### config.mk
export PLATFORM = sky130hd
export DESIGN_NAME = dma_prio_arb
export DESIGN_NICKNAME = d
export VERILOG_FILES = /design/src/rtl/dma_arb_pkg.sv /design/src/rtl/dma_prio_pick.sv /design/src/rtl/dma_unit_end.sv /design/src/rtl/dma_prio_arb.sv
export SDC_FILE = /design/constraint.sdc
export NUM_CORES = 1
export LEC_CHECK = 0
export ABC_AREA = 1
export BUFFER_PORTS_ARGS = -buffer_cell sky130_fd_sc_hd__buf_2
export CAP_MARGIN = 30
export CORE_UTILIZATION = 52
export CTS_BUF_LIST = sky130_fd_sc_hd__clkbuf_16
export DETAILED_ROUTE_END_ITERATION = 12
export PLACE_DENSITY = 0.88
export SKIP_CTS_REPAIR_TIMING = 1
export SYNTH_ARGS = -nofsm -noshare
export SYNTH_HDL_FRONTEND = slang
export SYNTH_SLANG_ARGS = --single-unit
### constraint.sdc
create_clock -name clk -period 1.6 [get_ports clk]
set_input_delay 0.16 -clock clk [delete_from_list [all_inputs] [get_ports clk]]
set_output_delay 0.16 -clock clk [all_outputs]
set_load 0.02 [all_outputs]
### src/rtl/dma_arb_pkg.sv
package dma_arb_pkg;

    typedef enum logic [1:0] {
        ARB_IDLE = 2'b00,
        ARB_XFER = 2'b01,
        ARB_GAP  = 2'b10
    } arb_state_e;

    typedef enum logic [1:0] {
        XM_STEAL = 2'b00,
        XM_BURST = 2'b01,
        XM_BLOCK = 2'b10,
        XM_RSVD  = 2'b11
    } xfer_mode_e;

endpackage

### src/rtl/dma_prio_pick.sv
module dma_prio_pick #(
    parameter int NCH = 4,
    localparam int IW = (NCH > 1) ? $clog2(NCH) : 1
) (
    input  logic [NCH-1:0] req_i,
    output logic           any_o,
    output logic [IW-1:0]  idx_o
);

    // lowest index wins: scan from the top so the last hit is the lowest
    always_comb begin
        any_o = |req_i;
        idx_o = '0;
        for (int i = NCH - 1; i >= 0; i--) begin
            if (req_i[i]) idx_o = IW'(i);
        end
    end

endmodule

### src/rtl/dma_unit_end.sv
module dma_unit_end
    import dma_arb_pkg::*;
#(
    parameter int NCH = 4,
    localparam int IW = (NCH > 1) ? $clog2(NCH) : 1
) (
    input  logic [2*NCH-1:0] mode_i,
    input  logic [IW-1:0]    cur_i,
    input  logic             done_i,
    input  logic             seg_end_i,
    output xfer_mode_e       cur_mode_o,
    output logic             unit_end_o
);

    logic [1:0] mode_a [NCH];

    for (genvar g = 0; g < NCH; g++) begin : g_mode
        assign mode_a[g] = mode_i[2*g +: 2];
    end

    always_comb begin
        cur_mode_o = xfer_mode_e'(mode_a[cur_i]);
        unique case (cur_mode_o)
            XM_BURST, XM_BLOCK: unit_end_o = done_i && seg_end_i;
            default:            unit_end_o = done_i;
        endcase
    end

endmodule

### src/rtl/dma_prio_arb.sv
module dma_prio_arb
    import dma_arb_pkg::*;
#(
    parameter int NCH = 4,
    localparam int IW = (NCH > 1) ? $clog2(NCH) : 1
) (
    input  logic             clk,
    input  logic             rst_n,
    input  logic [NCH-1:0]   req_i,
    input  logic [2*NCH-1:0] mode_i,
    input  logic             xfer_done_i,
    input  logic             seg_end_i,
    input  logic             ext_req_i,
    output logic [NCH-1:0]   gnt_o,
    output logic             ext_gnt_o
);

    typedef struct packed {
        arb_state_e     state;
        logic [IW-1:0]  cur;
        logic [NCH-1:0] gnt;
        logic           ext_gnt;
    } arb_regs_t;

    localparam arb_regs_t REGS_RST = '{state: ARB_IDLE, cur: '0, gnt: '0, ext_gnt: 1'b0};

    arb_regs_t r_q, r_d;

    logic [NCH-1:0] cur_mask;
    logic           any_all, any_oth;
    logic [IW-1:0]  idx_all, idx_oth;
    xfer_mode_e     cur_mode;
    logic           unit_end;

    assign cur_mask = NCH'(1) << r_q.cur;

    dma_prio_pick #(.NCH(NCH)) u_pick_all (
        .req_i (req_i),
        .any_o (any_all),
        .idx_o (idx_all)
    );

    dma_prio_pick #(.NCH(NCH)) u_pick_oth (
        .req_i (req_i & ~cur_mask),
        .any_o (any_oth),
        .idx_o (idx_oth)
    );

    dma_unit_end #(.NCH(NCH)) u_unit_end (
        .mode_i     (mode_i),
        .cur_i      (r_q.cur),
        .done_i     (xfer_done_i),
        .seg_end_i  (seg_end_i),
        .cur_mode_o (cur_mode),
        .unit_end_o (unit_end)
    );

    always_comb begin
        r_d         = r_q;
        r_d.ext_gnt = 1'b0;
        unique case (r_q.state)
            ARB_IDLE: begin
                if (any_all) begin
                    r_d.state = ARB_XFER;
                    r_d.cur   = idx_all;
                    r_d.gnt   = NCH'(1) << idx_all;
                end
            end
            ARB_XFER: begin
                if (unit_end) begin
                    if (any_oth) begin
                        r_d.state   = ARB_GAP;
                        r_d.gnt     = '0;
                        r_d.ext_gnt = ext_req_i;
                    end else if (!req_i[r_q.cur]) begin
                        r_d.state = ARB_IDLE;
                        r_d.gnt   = '0;
                    end
                end
            end
            ARB_GAP: begin
                if (any_oth) begin
                    r_d.state = ARB_XFER;
                    r_d.cur   = idx_oth;
                    r_d.gnt   = NCH'(1) << idx_oth;
                end else if (req_i[r_q.cur]) begin
                    r_d.state = ARB_XFER;
                    r_d.gnt   = cur_mask;
                end else begin
                    r_d.state = ARB_IDLE;
                end
            end
            default: r_d = REGS_RST;
        endcase
    end

    always_ff @(posedge clk or negedge rst_n) begin
        if (!rst_n) r_q <= REGS_RST;
        else        r_q <= r_d;
    end

    assign gnt_o     = r_q.gnt;
    assign ext_gnt_o = r_q.ext_gnt;


    gnt_onehot_chk: assert property (@(posedge clk) disable iff (!rst_n)
        $onehot0(gnt_o));


    idle_serve_chk: assert property (@(posedge clk) disable iff (!rst_n)
        (r_q.state == ARB_IDLE && req_i != '0) |=> (gnt_o != '0));


    no_direct_switch_chk: assert property (@(posedge clk) disable iff (!rst_n)
        (gnt_o != '0) |=> (gnt_o == '0 || $stable(gnt_o)));


    ext_gap_only_chk: assert property (@(posedge clk) disable iff (!rst_n)
        ext_gnt_o |-> (gnt_o == '0));


    ext_single_cycle_chk: assert property (@(posedge clk) disable iff (!rst_n)
        ext_gnt_o |=> !ext_gnt_o);


    seg_hold_chk: assert property (@(posedge clk) disable iff (!rst_n)
        (gnt_o != '0 && xfer_done_i && !seg_end_i &&
         (cur_mode == XM_BURST || cur_mode == XM_BLOCK)) |=> $stable(gnt_o));


    gnt_hold_chk: assert property (@(posedge clk) disable iff (!rst_n)
        (gnt_o != '0 && !xfer_done_i) |=> $stable(gnt_o));


    idle_drop_chk: assert property (@(posedge clk) disable iff (!rst_n)
        (gnt_o != '0 && unit_end && req_i == '0) |=> (gnt_o == '0));

endmodule

=== Yosys cells after proc, flatten, opt, wreduce, memory -nomap -nowiden ===
Index checks and enable logic that the tools add are counted.

* Flip-flop bits (word level): 9
* Bits of input ports: 17

* Order comparisons: 2
* Eq/ne operators: 9
* Shift-type cells: 3
* Muxes and demuxes: 31
* Bitwise gates (word level): 4
* Reduce and logical (&&, ||, !) cells: 8

{| class="wikitable"
|+ Operator list
! cell !! number
|-
| 2-to-1 mux 2 bit || 15
|-
| 2-to-1 mux 4 bit || 4
|-
| one-hot mux 2 bit (3 select lines) || 2
|-
| one-hot mux 4 bit (3 select lines) || 1
|-
| << shifter 1 x 2 -> 4 bit, first input constant || 3
|-
| 2-to-1 mux 8 bit || 1
|-
| OR reduction 4 bit || 2
|-
| inequality test 3 bit, second input constant || 2
|-
| AND reduction 3 bit || 2
|-
| 2-to-1 mux 1 bit || 5
|-
| 2-to-1 mux 5 bit || 1
|-
| bitwise AND 4 bit || 1
|-
| binary-select mux 2 bit (select 2 bit) || 1
|-
| equality test 2 x 1 -> 1 bit, second input constant || 2
|-
| equality test 2 bit, second input constant || 2
|-
| inequality test 2 bit, second input constant || 2
|-
| inverter 4 bit || 1
|-
| AND reduction 4 bit || 1
|-
| greater-or-equal comparator 3 bit, second input constant || 1
|-
| < comparator 2 x 3 -> 1 bit, second input constant || 1
|-
| inverter 2 -> 3 bit || 1
|-
| binary-select mux 1 bit (select 2 bit) || 1
|-
| logical NOT 2 bit || 1
|-
| inequality test 2 x 1 -> 1 bit, second input constant || 1
|-
| 3 further kinds || 3
|}

=== Depth between registers and ports, before layout ===
Gate-level depths: netlist of run 1.

* Word-level depth: 10
* Mapped depth: 12
* Depth with buffers taken out: 12

=== Hierarchy ===
A second synthesis of run 1 with hierarchy kept.

* Cells, all modules: 154
* Area, all modules: 957.2 µm²

{| class="wikitable"
|+ Modules (own cells, without submodules)
! module !! instances !! cells each !! area each (µm²) !! sequential area each (µm²)
|-
| dma_prio_arb || 1 || 99 || 710.7 || 225.2
|-
| dma_unit_end || 1 || 37 || 153.9 || 0.0
|-
| dma_prio_pick || 2 || 9 || 46.3 || 0.0
|}

=== Worst setup path after synthesis of run 1 ===
No wires, ideal clock.

* Path type: reg-to-reg
* Start: register r_q[5] (netlist bit)
* End: register r_q, in the netlist gnt_o[0]
* Library setup time: 0.066 ns
* Data arrival time: 1.294 ns
* Required time: 1.534 ns
* Setup slack: 0.240 ns
* Cell stages (with the launch flop): 10
* Cell sequence: dfrtp_1 > o21ai_1 > nand2_2 > nor2_4 > nand3_2 > nand2_2 > inv_2 > nand3_2 > nand2_1 > nand2_1

* Cells in the longest elaborated chain, start to end: 10
* Elaborated cells between the ends (all ways): 28
* Classes of those cells: 5 x eq/ne; 2 x shift; 15 x mux; 3 x bitwise; 3 x reduce/logical

{| class="wikitable"
|+ Ends and longest elaborated chain
! what !! RTL line !! source
|-
| start: declaration || dma_prio_arb.sv:27 || <nowiki>arb_regs_t r_q, r_d;</nowiki>
|-
| start signal: assignment || dma_prio_arb.sv:99 || <nowiki>else r_q <= r_d;</nowiki>
|-
| << shifter 1 x 2 -> 4 bit || dma_prio_arb.sv:35 || <nowiki>assign cur_mask = NCH'(1) << r_q.cur;</nowiki>
|-
| inverter 4 bit || dma_prio_arb.sv:44 || <nowiki>.req_i (req_i & ~cur_mask),</nowiki>
|-
| bitwise AND 4 bit || dma_prio_arb.sv:44 ||
|-
| 2-to-1 mux 2 bit (4 in a row) || dma_prio_pick.sv:15 || <nowiki>if (req_i[i]) idx_o = IW'(i);</nowiki>
|-
| << shifter 1 x 2 -> 4 bit || dma_prio_arb.sv:85 || <nowiki>r_d.gnt = NCH'(1) << idx_oth;</nowiki>
|-
| 2-to-1 mux 4 bit || dma_prio_arb.sv:82 || <nowiki>if (any_oth) begin</nowiki>
|-
| one-hot mux 4 bit (3 select lines) || dma_prio_arb.sv:61 || <nowiki>unique case (r_q.state)</nowiki>
|}

Several ways; a longest one is shown, not always the timed one. The select of a mux whose other input is x is not followed.
A chain may end at the register's enable or synchronous reset.

=== Final worst setup path of run 1 ===
* Start: register r_q[5] (netlist bit)
* End: register r_q, in the netlist gnt_o[1]

Same word-level chain as after synthesis.

==> results of run 1 <==
-- state kept, by name, indices dropped and copies added (netlist names) --
name and count:
r_q 4, gnt_o 4, ext_gnt_o 1
-- cell usage after synthesis --
cell	count	area [um2]
o21ai_1	1	5.00
nor3_1	1	5.00
inv_2	3	11.3
nand2_2	5	31.3
nor3b_1	1	7.51
nand2_4	4	45.0
nor2_4	1	11.3
a31oi_1	1	6.26
o21ai_0	3	15.0
nand3_2	3	30.0
a21oi_1	3	15.0
nor2_2	1	6.26
nand4_1	5	31.3
buf_4	4	30.0
nor2_1	16	60.1
nand3_1	14	70.1
inv_1	12	45.0
buf_6	2	22.5
nand2_1	61	229
dfrtp_1	9	225
-- through the flow --
| stage | area (um2) | setup WS (ns) | cells | setup TNS (ns) |
|---|---|---|---|---|
| after detailed placement | 1010 | -0.129 | 186 | -0.441 |
| final | 1250 | -0.0901 | 198 | -0.378 |
| after global placement | 1010 | -0.0318 | 186 | -0.122 |
| after global routing | 1250 | -0.171 | 198 | -0.875 |
| after CTS | 1090 | -0.124 | 190 | -0.455 |
| after floorplan | 902 | 0.240 | 150 | 0 |
-- worst min-delay path by stage --
stage,depth (start not counted),endpoint,from
2_1_floorplan,0,ext_gnt_o,rst_n
3_3_place_gp,1,ext_gnt_o,rst_n
3_5_place_dp,1,ext_gnt_o,rst_n
4_1_cts,1,ext_gnt_o,rst_n
5_1_grt,2,ext_gnt_o,ext_req_i
6_report,2,ext_gnt_o,ext_req_i
-- where the power goes --
part | switching, mW | internal, mW | leakage [nW] | total [mW]
registers | 0.102 | 0.310 | 0.115 | 0.412
clock network | 0.107 | 0.326 | 0.0423 | 0.433
logic | 0.683 | 0.471 | 0.553 | 1.15
-- layout make-up --
class	instances	area (um2)	area share, %
clock buffers	3	75.1	6.00
clock inverters	1	3.75	0.300
inverters	15	63.8	5.10
multi-input cells	120	624	49.9
flip-flops and latches	9	228	18.2
well taps	16	20.0	1.60
repair buffers	34	236	18.9
-- routing by layer --
metal  track usage, %  vias up  part of all wire (%)
met4             11.3        0                   5.1
li1                 -      540                     -
met3             2.50       14                   4.2
met1             30.4      485                    41
met5                0        -                     0
met2             44.5       42                    49
-- kinds of logic (layout without fill, tap and decap cells) --
family / after synthesis / after routing / synth area share [%]
compound gates: 8 / 8 / 4.58
buf+inv: 21 / 53 / 12.1
flops: 9 / 9 / 25.0
simple gates: 112 / 112 / 58.4
==> impl_metrics.py, run 1 <==
metrics = {
    "run_status": {
        "status": "finished with violations",
        "violations": "DRC, setup timing",
    },
    "grt": {
        "grt_pass1_vias": 902,
        "grt_max_degree": 16,
        "grt_overflow": 0,
        "grt_pass1_wl_um": 3580,
        "grt.total_usage_pct": 25.1,
        "antenna_found_initial": 0,
    },
    "worst_setup_path": {
        "cp_common_cell": "nand2_1",
        "crit_path_max_fanout": 7,
        "r2r_end": "gnt_o[1]",
        "cp-end-kind": "flip-flop",
        "crit_type": "flip-flop to flip-flop",
        "path_depth": 13,
        "crit_chain": "buf_12, buf_4, nand2_1, nand2_1, nand2_1, nand2_1, nand2_2, nand3_2, nand2_2, nand2_4, nand3_4, nand2_1, nand2_1",
        "cp-start-kind": "flip-flop",
        "crit_path_max_incr_delay_ns": 0.43,
        "cp_num_buf_inv": 2,
        "crit_path_end": "gnt_o[1]",
        "cp.arrival_ns": 1.86,
        "r2r-start": "r_q[5]",
        "cp-startpoint": "r_q[5]",
        "r2r_setup_slack_ns": -0.09,
        "worst_path_max_delay_cell": "dfrtp_2",
        "critPathTopFamily": "simple AND/OR/NAND/NOR gates",
        "required_ns": 1.77,
        "r2r_cells": 13,
    },
    "clocking": {
        "clock_latency_ns": 0.23,
        "clockRootBuffer": "clkbuf_16",
        "cts_tree": "built",
        "cts_made_buffers": 3,
        "cts_htree_levels": 1,
        "clock_path_buffers": 2,
        "cts_sinks": 9,
        "clkSlewWorstSetupHoldPaths_ns": 0.04,
    },
    "final_layout": {
        "final_layout_size_suffix_gt1_share_pct": 38.5,
        "final_core_util_pct": 80.3,
        "nets": 200,
        "mostFrequentLayoutCell": "nand2_1",
        "nFillCells": 97,
        "syn2layout_area_growth_pct": 38.7,
        "most-common-layout-cells": "nand2_1 (54), buf_2 (21), nor2_1 (13)",
        "diodes": 0,
    },
    "sta": {
        "skew_ns": 0.00100,
        "hold_viol": 0,
        "rsz0062_at_grt": "true",
        "whs_ns": 0.220,
        "period_share_pct": 106,
        "fmax_ghz": 0.592,
        "timing.final.ws_setup_ns": -0.0901,
        "period_needed_ns": 1.69,
        "setup_viol": 6,
        "slew_headroom_pct": 75.1,
        "slew_viol_final": 0,
        "worstMarginPinSlew_ns": 0.372,
    },
    "route": {
        "wirelength_um": 2650,
        "drcViolationCount": 3,
        "drt.antenna.violating_nets": 0,
        "initialDrtViolationCount": 52,
        "wl_per_cell_um": 13.4,
        "drt_pre_antenna_iters": 8,
        "vias": 1081,
        "routed_via_density": 5.46,
    },
    "place": {
        "io_buffers": 21,
        "place.gp.congestion": 0.832,
        "dp_hpwl_um": 1680,
    },
    "yosys": {
        "syn_inst": 150,
        "ys_ff_latch": 9,
        "ys_warn_count": 0,
        "synth.distinct_cells": 20,
        "syn-cell-area_um2": 902,
        "synth-seq-area-share_pct": 25.0,
        "avgSynthCellArea_um2": 6.01,
        "syn_nets": 167,
    },
    "pwr": {
        "power_density_mw_per_mm2": 1600,
        "finalPower_mw": 2.00,
        "p_leak_nw": 0.711,
        "vdd_drop_max_v": 0.000925,
    },
    "die": {
        "fp.dieW_um": 43.7,
        "initial_core_util_pct": 57.9,
        "die_area_mm2": 0.00191,
        "rows": 14,
        "die_y_um": 43.7,
        "coreArea_mm2": 0.00156,
        "io_pins": 22,
    },
    "run": {
        "max_cap_viol_count": 0,
    },
    "min_path": {
        "min_path_type": "input pin to flip-flop",
    },
}
Power figures use the tool's default switching activity.
==> inputs of run 2 (changes only) <==
Settings changed: CELL_PAD_IN_SITES_DETAIL_PLACEMENT from default to 0, CELL_PAD_IN_SITES_GLOBAL_PLACEMENT from default to 1, CORE_UTILIZATION 52 to 35.
==> run 2 against run 1 <==
Against the previous run:
- the flow now finishes without violations
- sequential power is essentially flat
- clock power up 1%
- sequential share of layout area rose by 0.41 points
- worst hold slack got worse by 0.040 ns
- largest cell class unchanged
- highest routed layer unchanged
==> impl_metrics.py, run 2 (synthesized netlist as in run 1, its figures left out) <==
metrics = {
    "grt": {
        "grt.total_usage_pct": 18.5,
        "grt_max_degree": 12,
        "grt_use_met1_pct": 25.2,
        "antenna_found_initial": 0,
        "use_met3_pct": 1.74,
        "grt_pass1_wl_um": 3750,
        "busiest_layer": "met2",
        "grt_overflow": 0,
        "grt_pass1_vias": 889,
        "grtUsageMet2_pct": 29.1,
    },
    "place": {
        "dp_hpwl_um": 1750,
        "place.gp.congestion": 0.826,
        "dp_slack_ns": 0.0185,
        "io_buffers": 21,
        "place_area_mm2": 0.00104,
    },
    "pwr": {
        "p_int_mw": 1.05,
        "p_comb_share_pct": 54.5,
        "p_clk_share_pct": 23.4,
        "finalPower_mw": 1.87,
        "p_leak_nw": 0.700,
        "vdd_drop_max_v": 0.000719,
        "p_sw_share_pct": 44.0,
        "p_switching_mw": 0.824,
        "power_density_mw_per_mm2": 1530,
        "pwr-share-seq_pct": 22.1,
    },
    "final_layout": {
        "seq_area_um2": 228,
        "syn2layout_area_growth_pct": 35.6,
        "nets": 200,
        "multi_input_area_um2": 599,
        "mostFrequentLayoutCell": "nand2_1",
        "final_area_mm2": 0.00122,
        "final_layout_size_suffix_gt1_share_pct": 33.0,
        "most-common-layout-cells": "nand2_1 (60), buf_2 (21), nor2_1 (15)",
        "diodes": 0,
        "nFillCells": 263,
    },
    "die": {
        "die_y_um": 52.8,
        "fp.dieW_um": 52.8,
        "initial_core_util_pct": 36.7,
        "die_area_mm2": 0.00278,
        "io_pins": 22,
        "rows": 18,
        "coreArea_mm2": 0.00245,
    },
    "worst_setup_path": {
        "crit_path_max_fanout": 7,
        "cp_num_buf_inv": 1,
        "crit_type": "flip-flop to flip-flop",
        "crit_path_max_incr_delay_ns": 0.47,
        "crit_chain": "buf_4, nand3_1, nand2_1, nor2_1, nand2_1, nand3_2, nand2_2, nand2_4, nand3_4, nand2_1, nand2_1",
        "cp.arrival_ns": 1.64,
        "critPathTopFamily": "simple AND/OR/NAND/NOR gates",
        "cp-start-kind": "flip-flop",
        "cp-end-kind": "flip-flop",
        "worst_path_max_delay_cell": "dfrtp_2",
        "required_ns": 1.72,
        "cp_common_cell": "nand2_1",
    },
    "route": {
        "wl_per_cell_um": 10.9,
        "vias": 1018,
        "initialDrtViolationCount": 29,
        "drcViolationCount": 0,
        "drt.antenna.violating_nets": 0,
        "routed_via_density": 4.80,
        "wirelength_um": 2320,
        "drt_pre_antenna_iters": 4,
    },
    "sta": {
        "worstMarginPinSlew_ns": 0.406,
        "timing.final.ws_setup_ns": 0.0752,
        "setup_viol": 0,
        "hold_viol": 0,
        "slew_viol_final": 0,
        "period_share_pct": 95.3,
        "skew_ns": 0.000655,
        "period_needed_ns": 1.52,
        "fmax_ghz": 0.656,
        "slew_headroom_pct": 72.8,
    },
    "clocking": {
        "cts_tree": "built",
        "clock_latency_ns": 0.24,
        "clockRootBuffer": "clkbuf_16",
        "cts_htree_levels": 1,
        "cts_sinks": 9,
        "clock_path_buffers": 2,
        "cts_made_buffers": 3,
        "clkSlewWorstSetupHoldPaths_ns": 0.04,
    },
    "run": {
        "max_cap_viol_count": 0,
    },
    "run_status": {
        "status": "completed",
    },
    "min_path": {
        "min_path_type": "input pin to flip-flop",
    },
}
[run 2: cell counts in the layout (fill, tap and decap cells not counted)]
Identical to the previous run, type by type.
[run 2: power groups by stage]
stage | Sequential (mW) | Clock, mW | Combinational [mW]
CTS | 0.399 | 0.437 | 0.866
detailed placement | 0.402 | 0 | 0.862
global placement | 0.396 | 0 | 0.848
floorplan | 0.375 | 0 | 0.695
finish | 0.414 | 0.439 | 1.02
global route | 0.427 | 0.462 | 1.15
[run 2: routing by layer]
| layer | wire length (um) | share of wire [%] |
|---|---|---|
| met2 | 1110 | 48 |
| met4 | 25 | 1.1 |
| met1 | 1090 | 47 |
| met3 | 90 | 3.9 |
| met5 | 0 | 0 |
[run 2: path summary, 6_finish.rpt]
path,from,endpoint,slack (ns),cells after the start
max in group asynchronous,rst_n,r_q[5],1.10,2
max,r_q[5],gnt_o[0],0.08,11
max reg2reg,r_q[5],gnt_o[0],0.08,11
min reg2reg,gnt_o[1],gnt_o[1],0.46,2
min in group asynchronous,rst_n,gnt_o[0],0.31,2
min,ext_req_i,ext_gnt_o,0.18,2
[run 2: layout make-up]
class | instances | share of cell area [%]
inverters | 15 | 5.21
clock inverters | 1 | 0.307
multi-input cells | 120 | 49.0
flip-flops and latches | 9 | 18.6
repair buffers | 34 | 17.7
clock buffers | 3 | 6.13
well taps | 30 | 3.07
[run 2: per-stage QoR]
stage                     util, %  TNS (ns)  std cells  hold slack [ns]
final                        49.8         0        212            0.180
after global routing         49.8   -0.0597        212            0.198
after CTS                    45.5         0        205           -0.217
after detailed placement     42.3         0        201           0.0268
after global placement       42.3         0        201           0.0184
after floorplan                 -         0        150           -0.136
==> inputs of run 3 (changes only) <==
Settings changed: GPL_TIMING_DRIVEN from default to 0, MAX_ROUTING_LAYER from default to met4.
==> run 3 against run 2 <==
Against the previous run:
- die area stayed put
- critical path type unchanged
- clock skew is 0.00050 ns higher
- flip-flop and latch count stayed put
- first-iteration DRC count is 6.9% lower
- final cell count is 2.4% lower
- sequential share of layout area is 0.84 points higher
==> impl_metrics.py, run 3 (synthesized netlist as in run 1, its figures left out) <==
metrics = {
    "sta": {
        "slew_viol_final": 0,
        "worstMarginPinSlew_ns": 0.376,
        "slew_headroom_pct": 74.8,
        "setup_viol": 0,
        "period_needed_ns": 1.55,
        "rsz0062_at_grt": "true",
        "hold_viol": 0,
        "skew_ns": 0.00116,
        "period_share_pct": 96.6,
        "whs_ns": 0.187,
        "fmax_ghz": 0.647,
    },
    "route": {
        "drt_pre_antenna_iters": 4,
        "wl_per_cell_um": 10.5,
        "routed_via_density": 4.82,
        "initialDrtViolationCount": 27,
        "wirelength_um": 2180,
        "vias": 997,
        "drcViolationCount": 0,
        "drt.antenna.violating_nets": 0,
    },
    "clocking": {
        "cts_htree_levels": 1,
        "clock_latency_ns": 0.23,
        "cts_made_buffers": 3,
        "cts_sinks": 9,
        "cts_tree": "built",
        "clkSlewWorstSetupHoldPaths_ns": 0.04,
        "clockRootBuffer": "clkbuf_16",
        "clock_path_buffers": 2,
    },
    "worst_setup_path": {
        "crit_type": "flip-flop to flip-flop",
        "required_ns": 1.72,
        "cp-end-kind": "flip-flop",
        "critPathTopFamily": "simple AND/OR/NAND/NOR gates",
        "crit_path_max_fanout": 7,
        "crit_chain": "buf_6, nand3_1, nand2_1, nor2_1, nand2_1, nand3_2, nand2_2, nand2_4, nand3_4, nand2_1, nand2_1",
        "cp.arrival_ns": 1.66,
        "cp_common_cell": "nand2_1",
        "worst_path_max_delay_cell": "dfrtp_2",
        "cp_num_buf_inv": 1,
        "path_depth": 11,
        "r2r_cells": 11,
        "cp-start-kind": "flip-flop",
        "crit_path_max_incr_delay_ns": 0.48,
    },
    "pwr": {
        "power_density_mw_per_mm2": 1520,
        "finalPower_mw": 1.78,
        "p_leak_nw": 0.676,
        "vdd_drop_max_v": 0.000751,
    },
    "die": {
        "initial_core_util_pct": 36.7,
        "fp.dieW_um": 52.8,
        "io_pins": 22,
        "die_y_um": 52.8,
        "coreArea_mm2": 0.00245,
        "rows": 18,
        "die_area_mm2": 0.00278,
    },
    "grt": {
        "grt.total_usage_pct": 18.0,
        "grt_max_degree": 11,
        "grt_pass1_vias": 888,
        "grt_overflow": 0,
        "antenna_found_initial": 0,
        "grt_pass1_wl_um": 3660,
    },
    "run_status": {
        "status": "completed",
    },
    "place": {
        "place.gp.congestion": 0.867,
        "dp_hpwl_um": 1710,
        "io_buffers": 21,
    },
    "final_layout": {
        "final_core_util_pct": 47.7,
        "mostFrequentLayoutCell": "nand2_1",
        "most-common-layout-cells": "nand2_1 (58), buf_2 (21), nor2_1 (15)",
        "syn2layout_area_growth_pct": 29.8,
        "nets": 195,
        "diodes": 0,
        "final_layout_size_suffix_gt1_share_pct": 31.6,
        "nFillCells": 274,
    },
    "min_path": {
        "min_path_type": "input pin to flip-flop",
        "holdPathStages": 2,
    },
    "run": {
        "max_cap_viol_count": 0,
    },
}
-- run 3: power by group --
group          leakage [nW]  switching [mW]  internal, mW  total (mW)
combinational         0.518           0.577         0.359       0.937
sequential            0.115           0.103         0.310       0.413
clock                0.0423           0.106         0.326       0.433
total                 0.676           0.787         0.995        1.78
-- run 3: path summary, 6_finish.rpt --
kind / slack [ns] / to / startpoint
worst max-delay path: 0.05 / gnt_o[3] / r_q[5]
worst min-delay path: 0.19 / ext_gnt_o / ext_req_i
worst max register to register: 0.05 / gnt_o[3] / r_q[5]
worst min register to register: 0.48 / gnt_o[0] / gnt_o[0]
max in group asynchronous: 1.09 / r_q[6] / rst_n
min in group asynchronous: 0.31 / ext_gnt_o / rst_n
-- run 3: metal layers --
metal  up-vias  part of all wire [%]  track usage (%)
li1        527                     -                -
met1       442                    49             24.2
met2        23                    46             27.8
met3         5                   2.9             1.74
met4         0                   1.8             6.58
met5         -                     0                -
-- run 3: layout make-up --
class	instances	area, um2	area share, %
Buffer	6	52.6	4.49
Multi-Input combinational cell	120	589	50.3
Sequential cell	9	228	19.4
Timing Repair Buffer	23	126	10.8
Clock inverter	1	3.75	0.321
Inverter	15	58.8	5.02
Tap cell	30	37.5	3.21
Clock buffer	3	75.1	6.41
-- run 3: stage by stage --
stage / area, um2 / setup TNS [ns] / setup WS, ns / std cells
2_1_floorplan: 902 / 0 / 0.240 / 150
6_report: 1170 / 0 / 0.0543 / 207
3_3_place_gp: 1040 / 0 / 0.0636 / 201
3_5_place_dp: 1040 / 0 / 0.0339 / 201
4_1_cts: 1120 / 0 / 0.0145 / 205
5_1_grt: 1170 / -0.0880 / -0.0323 / 207
